File: src/rtl/ddc_mix_pkg.sv
package ddc_mix_pkg;
  localparam int LUT_AW = 6;
  localparam int LUT_DW = 12;

  typedef enum logic [1:0] {
    REG_TUNE  = 2'd0,
    REG_CTRL  = 2'd1,
    REG_GAIN  = 2'd2,
    REG_CLEAR = 2'd3
  } cfg_reg_e;

  // first quadrant of a 2047-amplitude sine, 16 steps per quadrant
  function automatic logic [LUT_DW-1:0] quarter_sine(input logic [LUT_AW-2:0] k);
    logic [LUT_DW-1:0] v;
    case (k)
      5'd0:  v = 12'd0;
      5'd1:  v = 12'd201;
      5'd2:  v = 12'd399;
      5'd3:  v = 12'd594;
      5'd4:  v = 12'd783;
      5'd5:  v = 12'd965;
      5'd6:  v = 12'd1137;
      5'd7:  v = 12'd1299;
      5'd8:  v = 12'd1447;
      5'd9:  v = 12'd1582;
      5'd10: v = 12'd1702;
      5'd11: v = 12'd1805;
      5'd12: v = 12'd1891;
      5'd13: v = 12'd1959;
      5'd14: v = 12'd2008;
      5'd15: v = 12'd2037;
      default: v = 12'd2047;
    endcase
    return v;
  endfunction
endpackage

File: src/rtl/ddc_rst_sync.sv
module ddc_rst_sync (
  input  logic clk,
  input  logic rst_n,
  output logic rst_ns
);
  logic [1:0] sync_q;

  always_ff @(posedge clk or negedge rst_n) begin
    if (!rst_n) sync_q <= 2'b00;
    else        sync_q <= {sync_q[0], 1'b1};
  end

  assign rst_ns = sync_q[1];
endmodule

File: src/rtl/ddc_sincos_lut.sv
module ddc_sincos_lut
  import ddc_mix_pkg::*;
(
  input  logic        [LUT_AW-1:0] idx_i,
  output logic signed [LUT_DW-1:0] sin_o,
  output logic signed [LUT_DW-1:0] cos_o
);
  localparam int QTR = 1 << (LUT_AW - 2);

  function automatic logic signed [LUT_DW-1:0] wave(input logic [LUT_AW-1:0] k);
    logic [LUT_AW-2:0] off;
    logic signed [LUT_DW-1:0] mag;
    if (k[LUT_AW-2]) off = (LUT_AW-1)'(QTR - int'(k[LUT_AW-3:0]));
    else             off = {1'b0, k[LUT_AW-3:0]};
    mag = $signed(quarter_sine(off));
    return k[LUT_AW-1] ? -mag : mag;
  endfunction

  always_comb begin
    sin_o = wave(idx_i);
    cos_o = wave(idx_i + LUT_AW'(QTR));
  end
endmodule

File: src/rtl/ddc_nco.sv
module ddc_nco #(
  parameter int FCW_W = 20,
  parameter int IDX_W = 6
) (
  input  logic             clk,
  input  logic             rst_n,
  input  logic             ce,
  input  logic             adv_i,
  input  logic             clr_i,
  input  logic [FCW_W-1:0] fcw_i,
  output logic [IDX_W-1:0] idx_o
);
  logic [FCW_W-1:0] acc_q, acc_d;

  always_comb begin
    acc_d = acc_q;
    if (clr_i)            acc_d = '0;
    else if (ce && adv_i) acc_d = acc_q + fcw_i;
  end

  always_ff @(posedge clk or negedge rst_n) begin
    if (!rst_n) acc_q <= '0;
    else        acc_q <= acc_d;
  end

  assign idx_o = acc_q[FCW_W-1 -: IDX_W];

  AST_PHASE_STEP: assert property (@(posedge clk) disable iff (!rst_n)
    (!clr_i && ce && adv_i) |=> (acc_q == $past(acc_q) + $past(fcw_i)));
  AST_PHASE_HOLD: assert property (@(posedge clk) disable iff (!rst_n)
    (!clr_i && !(ce && adv_i)) |=> $stable(acc_q));
  AST_PHASE_CLR: assert property (@(posedge clk) disable iff (!rst_n)
    clr_i |=> (acc_q == '0));
endmodule

File: src/rtl/ddc_gain_sat.sv
module ddc_gain_sat #(
  parameter int PROD_W = 24,
  parameter int GAIN_W = 8,
  parameter int OUT_W  = 16,
  parameter int SHIFT  = 11
) (
  input  logic signed [PROD_W-1:0] prod_i,
  input  logic        [GAIN_W-1:0] gain_i,
  output logic signed [OUT_W-1:0]  y_o,
  output logic                     ovf_o
);
  localparam int WIDE_W = PROD_W + GAIN_W + 1;
  localparam logic signed [WIDE_W-1:0] MAXV = (WIDE_W'(1) <<< (OUT_W - 1)) - WIDE_W'(1);
  localparam logic signed [WIDE_W-1:0] MINV = -MAXV - WIDE_W'(1);

  logic signed [WIDE_W-1:0] p_ext, g_ext, wide, shifted;

  always_comb begin
    p_ext   = {{(GAIN_W+1){prod_i[PROD_W-1]}}, prod_i};
    g_ext   = $signed({{(PROD_W+1){1'b0}}, gain_i});
    wide    = p_ext * g_ext;
    shifted = wide >>> SHIFT;
    ovf_o   = 1'b0;
    if (shifted > MAXV) begin
      y_o   = MAXV[OUT_W-1:0];
      ovf_o = 1'b1;
    end else if (shifted < MINV) begin
      y_o   = MINV[OUT_W-1:0];
      ovf_o = 1'b1;
    end else begin
      y_o   = shifted[OUT_W-1:0];
    end
  end
endmodule

File: src/rtl/ddc_mixer_stage.sv
module ddc_mixer_stage
  import ddc_mix_pkg::*;
#(
  parameter int ADC_W      = 12,
  parameter int FCW_W      = 20,
  parameter int OUT_W      = 16,
  parameter int GAIN_W     = 8,
  parameter int GAIN_SHIFT = 11,
  parameter int GAIN_RESET = 16
) (
  input  logic                    clk,
  input  logic                    rst_n,
  input  logic                    ce,
  input  logic                    chan_rst,
  input  logic                    in_valid,
  input  logic        [ADC_W-1:0] adc_a,
  input  logic        [ADC_W-1:0] adc_b,
  input  logic                    cfg_we,
  input  logic        [1:0]       cfg_addr,
  input  logic        [FCW_W-1:0] cfg_wdata,
  output logic                    out_valid,
  output logic signed [OUT_W-1:0] out_i,
  output logic signed [OUT_W-1:0] out_q,
  output logic                    ovf_sticky
);
  localparam int PROD_W = ADC_W + LUT_DW;
  localparam int LANES  = 2;

  logic rst_ns;
  ddc_rst_sync u_rst (.clk(clk), .rst_n(rst_n), .rst_ns(rst_ns));

  // configuration
  logic [FCW_W-1:0]  tune_q, tune_d;
  logic              sel_q, sel_d, inv_q, inv_d;
  logic [GAIN_W-1:0] gain_q, gain_d;
  logic              clear_hit;

  always_comb begin
    tune_d = tune_q;
    sel_d  = sel_q;
    inv_d  = inv_q;
    gain_d = gain_q;
    clear_hit = 1'b0;
    if (cfg_we) begin
      case (cfg_reg_e'(cfg_addr))
        REG_TUNE:  tune_d = cfg_wdata;
        REG_CTRL:  begin sel_d = cfg_wdata[0]; inv_d = cfg_wdata[1]; end
        REG_GAIN:  gain_d = cfg_wdata[GAIN_W-1:0];
        REG_CLEAR: clear_hit = cfg_wdata[0];
        default:   ;
      endcase
    end
  end

  always_ff @(posedge clk or negedge rst_ns) begin
    if (!rst_ns) begin
      tune_q <= '0;
      sel_q  <= 1'b0;
      inv_q  <= 1'b0;
      gain_q <= GAIN_W'(GAIN_RESET);
    end else begin
      tune_q <= tune_d;
      sel_q  <= sel_d;
      inv_q  <= inv_d;
      gain_q <= gain_d;
    end
  end

  // oscillator
  logic [LUT_AW-1:0]        lut_idx;
  logic signed [LUT_DW-1:0] sin_w, cos_w;
  logic                     accept;

  assign accept = ce && in_valid && !chan_rst;

  ddc_nco #(.FCW_W(FCW_W), .IDX_W(LUT_AW)) u_nco (
    .clk(clk), .rst_n(rst_ns), .ce(ce), .adv_i(in_valid), .clr_i(chan_rst),
    .fcw_i(tune_q), .idx_o(lut_idx)
  );

  ddc_sincos_lut u_lut (.idx_i(lut_idx), .sin_o(sin_w), .cos_o(cos_w));

  // stage 1: capture sample and oscillator values
  logic                     v1_q, v1_d, inv1_q, inv1_d;
  logic signed [ADC_W-1:0]  x1_q, x1_d;
  logic signed [LUT_DW-1:0] c1_q, c1_d, s1_q, s1_d;
  // stage 2: products
  logic                     v2_q, v2_d;
  logic signed [PROD_W-1:0] p2_q [LANES];
  logic signed [PROD_W-1:0] p2_d [LANES];
  // stage 3: scaled outputs
  logic signed [OUT_W-1:0]  y_w   [LANES];
  logic                     ovf_w [LANES];
  logic                     vo_d, ovf_d;
  logic signed [OUT_W-1:0]  oi_d, oq_d;
  logic signed [PROD_W-1:0] mi, mq;

  always_comb begin
    v1_d = v1_q; inv1_d = inv1_q; x1_d = x1_q; c1_d = c1_q; s1_d = s1_q;
    v2_d = v2_q; p2_d = p2_q;
    vo_d = 1'b0; oi_d = out_i; oq_d = out_q;
    ovf_d = ovf_sticky;
    mi = x1_q * c1_q;
    mq = x1_q * s1_q;
    if (chan_rst) begin
      v1_d = 1'b0;
      v2_d = 1'b0;
    end else if (ce) begin
      v1_d = in_valid;
      v2_d = v1_q;
      vo_d = v2_q;
      if (accept) begin
        x1_d   = sel_q ? $signed(adc_b) : $signed(adc_a);
        c1_d   = cos_w;
        s1_d   = sin_w;
        inv1_d = inv_q;
      end
      if (v1_q) begin
        p2_d[0] = mi;
        p2_d[1] = inv1_q ? mq : -mq;
      end
      if (v2_q) begin
        oi_d = y_w[0];
        oq_d = y_w[1];
      end
    end
    if (clear_hit) ovf_d = 1'b0;
    if (ce && v2_q && !chan_rst && (ovf_w[0] || ovf_w[1])) ovf_d = 1'b1;
  end

  genvar ln;
  generate
    for (ln = 0; ln < LANES; ln++) begin : g_lane
      ddc_gain_sat #(.PROD_W(PROD_W), .GAIN_W(GAIN_W), .OUT_W(OUT_W), .SHIFT(GAIN_SHIFT)) u_gain (
        .prod_i(p2_q[ln]), .gain_i(gain_q), .y_o(y_w[ln]), .ovf_o(ovf_w[ln])
      );
      always_ff @(posedge clk or negedge rst_ns) begin
        if (!rst_ns) p2_q[ln] <= '0;
        else         p2_q[ln] <= p2_d[ln];
      end
    end
  endgenerate

  always_ff @(posedge clk or negedge rst_ns) begin
    if (!rst_ns) begin
      v1_q <= 1'b0; inv1_q <= 1'b0; x1_q <= '0; c1_q <= '0; s1_q <= '0;
      v2_q <= 1'b0;
      out_valid <= 1'b0; out_i <= '0; out_q <= '0; ovf_sticky <= 1'b0;
    end else begin
      v1_q <= v1_d; inv1_q <= inv1_d; x1_q <= x1_d; c1_q <= c1_d; s1_q <= s1_d;
      v2_q <= v2_d;
      out_valid <= vo_d; out_i <= oi_d; out_q <= oq_d; ovf_sticky <= ovf_d;
    end
  end

  AST_FLAG_HOLD: assert property (@(posedge clk) disable iff (!rst_ns)
    (ovf_sticky && !clear_hit) |=> ovf_sticky);
  AST_FLAG_RISE: assert property (@(posedge clk) disable iff (!rst_ns)
    $rose(ovf_sticky) |-> out_valid);
  AST_VALID_ON_CE: assert property (@(posedge clk) disable iff (!rst_ns)
    out_valid |-> $past(ce));
  AST_FLUSH: assert property (@(posedge clk) disable iff (!rst_ns)
    chan_rst |=> !out_valid);
endmodule

File: config.mk
export PLATFORM = sky130hd
export DESIGN_NAME = ddc_mixer_stage
export DESIGN_NICKNAME = d
export VERILOG_FILES = /design/src/rtl/ddc_mix_pkg.sv /design/src/rtl/ddc_rst_sync.sv /design/src/rtl/ddc_sincos_lut.sv /design/src/rtl/ddc_nco.sv /design/src/rtl/ddc_gain_sat.sv /design/src/rtl/ddc_mixer_stage.sv
export SDC_FILE = /design/constraint.sdc
export NUM_CORES = 2
export LEC_CHECK = 0
export ABC_AREA = 1
export BUFFER_PORTS_ARGS = -buffer_cell sky130_fd_sc_hd__buf_2
export CAP_MARGIN = 20
export CELL_PAD_IN_SITES_DETAIL_PLACEMENT = 0
export CELL_PAD_IN_SITES_GLOBAL_PLACEMENT = 1
export CORE_MARGIN = 2
export CORE_UTILIZATION = 53
export CTS_CLUSTER_DIAMETER = 150
export DETAILED_ROUTE_END_ITERATION = 6
export PLACE_DENSITY = 0.95
export SYNTH_ARGS = -nofsm -noshare
export SYNTH_HDL_FRONTEND = slang
export SYNTH_SLANG_ARGS = --single-unit
File: constraint.sdc
create_clock -name clk -period 16.5 [get_ports clk]
set_input_delay 2.475 -clock clk [delete_from_list [all_inputs] [get_ports clk]]
set_output_delay 2.475 -clock clk [all_outputs]
set_load 0.005 [all_outputs]
======== Word-level counts from Yosys, hierarchy flattened ========
Memories as Yosys holds them, arrays and structs flattened.
Index checks and enable logic that the tools add are counted.
cells by class
  add/subtract/negate cells ............... 7
  $mul .................................... 4
  $lt $le $gt $ge ......................... 4
  equality and inequality tests ........... 3
  muxes and demuxes ....................... 28
  bitwise gates (word level) .............. 1
  reductions and logical operators ........ 17
operator list
  operator                                                                 number
  24-bit by 9-bit multiplier with 33-bit output                            2
  16-bit 2-to-1 mux                                                        4
  12-bit 2-to-1 mux                                                        5
  12-bit by 12-bit multiplier with 24-bit output                           2
  22-bit by 16-bit > comparator with 1-bit output (second input constant)  2
  22-bit by 16-bit < comparator with 1-bit output (second input constant)  2
  20-bit 2-to-1 mux                                                        2
  24-bit 2-to-1 mux                                                        1
  12-bit negator                                                           2
  24-bit negator                                                           1
  20-bit adder                                                             1
  1-bit 2-to-1 mux                                                         14
  5-bit 2-to-1 mux                                                         2
  5-bit by 4-bit subtractor with 5-bit output (first input constant)       2
  3-bit AND reduction                                                      3
  6-bit by 5-bit adder with 6-bit output (second input constant)           1
  2-bit AND reduction                                                      3
  2-bit nonzero test                                                       3
  1-bit logical AND                                                        5
  2-bit equality test (second input constant)                              2
  2-bit by 1-bit equality test with 1-bit output (second input constant)   1
  2-bit logical NOT                                                        1
  1-bit logical NOT                                                        1
  1-bit logical OR                                                         1
  1-bit inverter                                                           1
word-level totals
  register bits after elaboration ......... 173
  bits in read-only memories .............. 352
  input port bits ......................... 52
  output and inout port bits .............. 34
  word-level logic and storage cells ...... 84
  memories ................................ 2
memories
  name             words  bits a word  rd ports  clocked after memory_dff  write ports  line               source
  (no name shown)  16     11           1         0                         0            ddc_mix_pkg.sv:15  case (k)
  (no name shown)  16     11           1         0                         0            ddc_mix_pkg.sv:15

======== Longest topological paths before layout ========
  depth after elaboration ................. 7
  gate-level depth with buffers ........... 31
  gate-level depth less buffers ........... 29

======== Cells and area by module ========
From an unflattened synthesis, not the netlist that was laid out.
unflattened totals
  cell total of the unflattened synthesis .. 5069
  area total of the unflattened synthesis .. 36527.5 um^2
modules (own cells, without submodules)
  module           instances  cells an instance  area each (um^2)  seq. area each (um^2)
  ddc_mixer_stage  1          2235               17890.9           3779.9
  ddc_gain_sat     2          1116               7513.5            0.0
  ddc_nco          1          305                1989.4            500.5
  ddc_sincos_lut   1          294                1566.5            0.0
  ddc_rst_sync     1          3                  53.8              50.0

======== Worst setup path after synthesis ========
OpenSTA, ideal clock, no wires.
  path type ............................... register -> register
  start ................................... register x1_q[11]
  end ..................................... register p2_q[23] (netlist name)
  setup time .............................. 117 ps
  data arrival time ....................... 5403 ps
  path slack .............................. 10980 ps
  cell stages (with the launch flop) ...... 27
  buffers on the path ..................... 2
  path through ............................ dfrtp_1 > clkbuf_1 > clkbuf_1 > nand2_1 > inv_1 > fa_1 > ha_1 > inv_1 > fa_1 > inv_1 > fa_1 > inv_1 > fa_1 > inv_1 > ha_1 > a21oi_1 > a21boi_0 > nand3_1 > xor2_1 > nor2_1 > nand3_1 > nor2_1 > nand3_1 > nand2_1 > nand2_1 > nand3_1 > nand2_1
between the ends
  longest elaborated chain between the ends .. 3
ends and longest elaborated chain
  element                                             line                    source
  start: declaration                                  ddc_mixer_stage.sv:85   logic signed [ADC_W-1:0] x1_q, x1_d;
  start signal: assignment                            ddc_mixer_stage.sv:146  v1_q <= 1'b0; inv1_q <= 1'b0; x1_q <= '0; c1_q <= '0; s1_q <= '0;
  start signal: assignment                            ddc_mixer_stage.sv:150  v1_q <= v1_d; inv1_q <= inv1_d; x1_q <= x1_d; c1_q <= c1_d; s1_q <= s1_d;
  12-bit by 12-bit multiplier with 24-bit output (*)  ddc_mixer_stage.sv:104  mq = x1_q * s1_q;
  24-bit negator                                      ddc_mixer_stage.sv:120  p2_d[1] = inv1_q ? mq : -mq;
  24-bit 2-to-1 mux (*)                               ddc_mixer_stage.sv:120
  end signal: indexed assignment                      ddc_mixer_stage.sv:139  else p2_q[ln] <= p2_d[ln];
  end: declaration                                    ddc_mixer_stage.sv:89   logic signed [PROD_W-1:0] p2_q [LANES];
Mark *: on every way between the ends. The rest lies on a longest branch, timed or not.
A chain may end at the register's enable or synchronous reset.

======== Final worst setup path ========
Same ends and word-level chain as after synthesis.

==> metrics.yaml <==
min-delay-start: "u_rst.sync_q[0]"
drive_gt1_frac: 0.0508
pin_count: 86
grt_overflow_total: 0
arrival_ns: 6.56
start_kind: "flop"
final_net_count: 5567
setup_viol: 0
io_buffer_count: 85
grtUsageTotal: 0.242
cts_inserted_buffers: 17
rsz0062_at_grt: "false"
placed_area_mm2: 0.0361
tightest_slew_ns: 1.01
final_hold_viol_count: 0
clk_pin_slew_ns: 0.08
period_minus_slack_ns: 6.16
vias_per_cell: 5.04
synth.distinct_cells: 56
ys_ff_latch: 173
final_common_cell: "nand2_1"
die_y_um: 261
slew_viol_final: 0
relSlewSlack: 0.327
vias: 28000
post-dp-hpwl_um: 65600
syn2layout_area_growth_pct: 4.32
synth_area_leaders: "fa_1 (33%), nand2_1 (14%), inv_1 (13%)"
synth.cell_area_mm2: 0.0351
fin_tns_setup_ns: 0
max-cap-violations: 0
antenna_cells: 0
post-route-period-util: 0.373
fillers: 6294
synth_ff_type: "dfrtp_1"
cts_resized: 0
worst_ep_required_time_ns: 16.90
syn_nets: 5623
drtIter0Drc: 1621
drt-total-wl_um: 78100
grt_max_degree: 84
ant_nets: 0
ys_seq_area_frac: 0.123
synth_top_area_cell: "fa_1"
grt_pass1_vias: 28300
htreeDepth: 4
design_area_mm2: 0.0367
cts.sinks: 173
synth_top_area_frac: 0.328
wl_per_cell_um: 14.1
synth_edf_count: 0
firstDrtPassIters: 7
die_x_um: 261
drcViolationCount: 0
skew_ns: 0.0210
cp_max_fo: 25
grt_first_pass_wirelength_um: 136000
clk-insertion-delay-late_ns: 0.51
end_kind: "flop"
hold_path_class: "reg2reg"
fmax_mhz: 162
die_area_mm2: 0.0684
cts_max_path_buffers: 2
post_cts_buffers: 0
startpoint: "x1_q[11]"
mostFrequentLayoutCells: "nand2_1 (1267), inv_1 (1237), fa_1 (575)"
coreArea_mm2: 0.0657
antenna_found_initial: 1
gp_congestion: 0.920
clockRootBuffer: "clkbuf_16"
rows: 94
cts_tree: "yes"
critical_path_class: "reg2reg"
r2r-start: "x1_q[11]"
syn_avg_cell_area_um2: 7.43
run_status: "finished clean"
yosys_warnings: 0
syn_inst: 4731
r2r_slack_ns: 10.34
hold_buffers: 0
async_flop_share: 1.00
initial_utilization: 0.534
==> synth_stat cells (6+ instances only) <==
| master | number |
|---|---|
| o21bai_1 | 12 |
| mux2_2 | 12 |
| inv_1 | 1238 |
| dfrtp_1 | 172 |
| nand3b_1 | 12 |
| nand2_2 | 28 |
| buf_2 | 9 |
| o211ai_1 | 15 |
| o21ai_0 | 178 |
| nor3_1 | 19 |
| nand2_1 | 1267 |
| ha_1 | 265 |
| xnor2_1 | 45 |
| a21oi_1 | 151 |
| a31oi_1 | 15 |
| nand3_1 | 141 |
| fa_1 | 575 |
| xor2_1 | 62 |
| nor2_1 | 218 |
| a21o_1 | 6 |
| clkbuf_1 | 157 |
| inv_2 | 6 |
| buf_1 | 9 |
| a21oi_2 | 22 |
| nand4_1 | 16 |
| o21ai_1 | 6 |
| o31ai_1 | 12 |
| o21a_1 | 6 |
==> worst max-delay path, cell delays in order (launching register included) <==
cell,delay [ns]
dfrtp_1,0.89
nand2_1,0.22
inv_1,0.17
fa_1,0.46
ha_1,0.53
inv_1,0.20
fa_1,0.57
inv_1,0.05
fa_1,0.48
inv_1,0.05
fa_1,0.53
inv_1,0.04
ha_1,0.35
a21oi_1,0.26
a21boi_0,0.21
nand3_1,0.10
xor2_1,0.19
nor2_1,0.14
nand3_1,0.09
nor2_1,0.17
nand3_1,0.12
nand2_1,0.08
nand2_1,0.06
nand3_1,0.06
nand2_1,0.05
==> final timing paths <==
check,to,cells after the start
setup / recovery,p2_q[23],24
hold / removal,u_rst.sync_q[1],0
setup reg to reg,p2_q[23],24
hold reg to reg,u_rst.sync_q[1],0
max in group asynchronous,u_rst.sync_q[1],1
min in group asynchronous,tune_q[16],0
==> logic make-up after synthesis <==
family,after synthesis,share of synthesized area
other cells,1,0.000107
compound gates,435,0.0701
mux,12,0.00385
simple gates,1734,0.199
xor+xnor,108,0.0271
buf+inv,1428,0.154
fa+ha+maj,840,0.422
flops,173,0.123
==> through the flow <==
step | hold WS [ns] | setup WS, ns | std cells | util
global route | 0.371 | 9.76 | 5552 | 0.557
CTS | 0.358 | 10.30 | 5551 | 0.557
floorplan | 0.331 | 10.98 | 4731 | -
finish | 0.355 | 10.34 | 5552 | 0.557
detailed placement | 0.340 | 10.31 | 5519 | 0.549
global placement | 0.336 | 10.41 | 5519 | 0.549
==> flip-flops by register name, summed over array words and instances (netlist names), 12 cells and up <==
name / cells
tune_q: 20
p2_q: 48
out_q: 16
u_nco.acc_q: 20
s1_q: 12
out_i: 16
x1_q: 12
c1_q: 12
==> final cells by class <==
class                           count  area (um^2)  area share
Clock buffer                       20          447      0.0122
Clock inverter                     12          116     0.00317
Inverter                         1246         4680       0.128
Multi-Input combinational cell   3130        25400       0.693
Sequential cell                   173         4330       0.118
Tap cell                          864         1080      0.0295
Timing Repair Buffer              107          598      0.0163
==> routing by layer <==
metal,global-route usage,share of wire,up-vias
met2,0.401,0.47,632
met3,0.0332,0.050,99
met1,0.338,0.46,13500
met5,0,0.00017,-
met4,0.0600,0.019,2
li1,-,-,13700
Power is left out: the tool's default activity adds up to more than one toggle a clock period on the data nets, which glitch-free logic cannot reach.
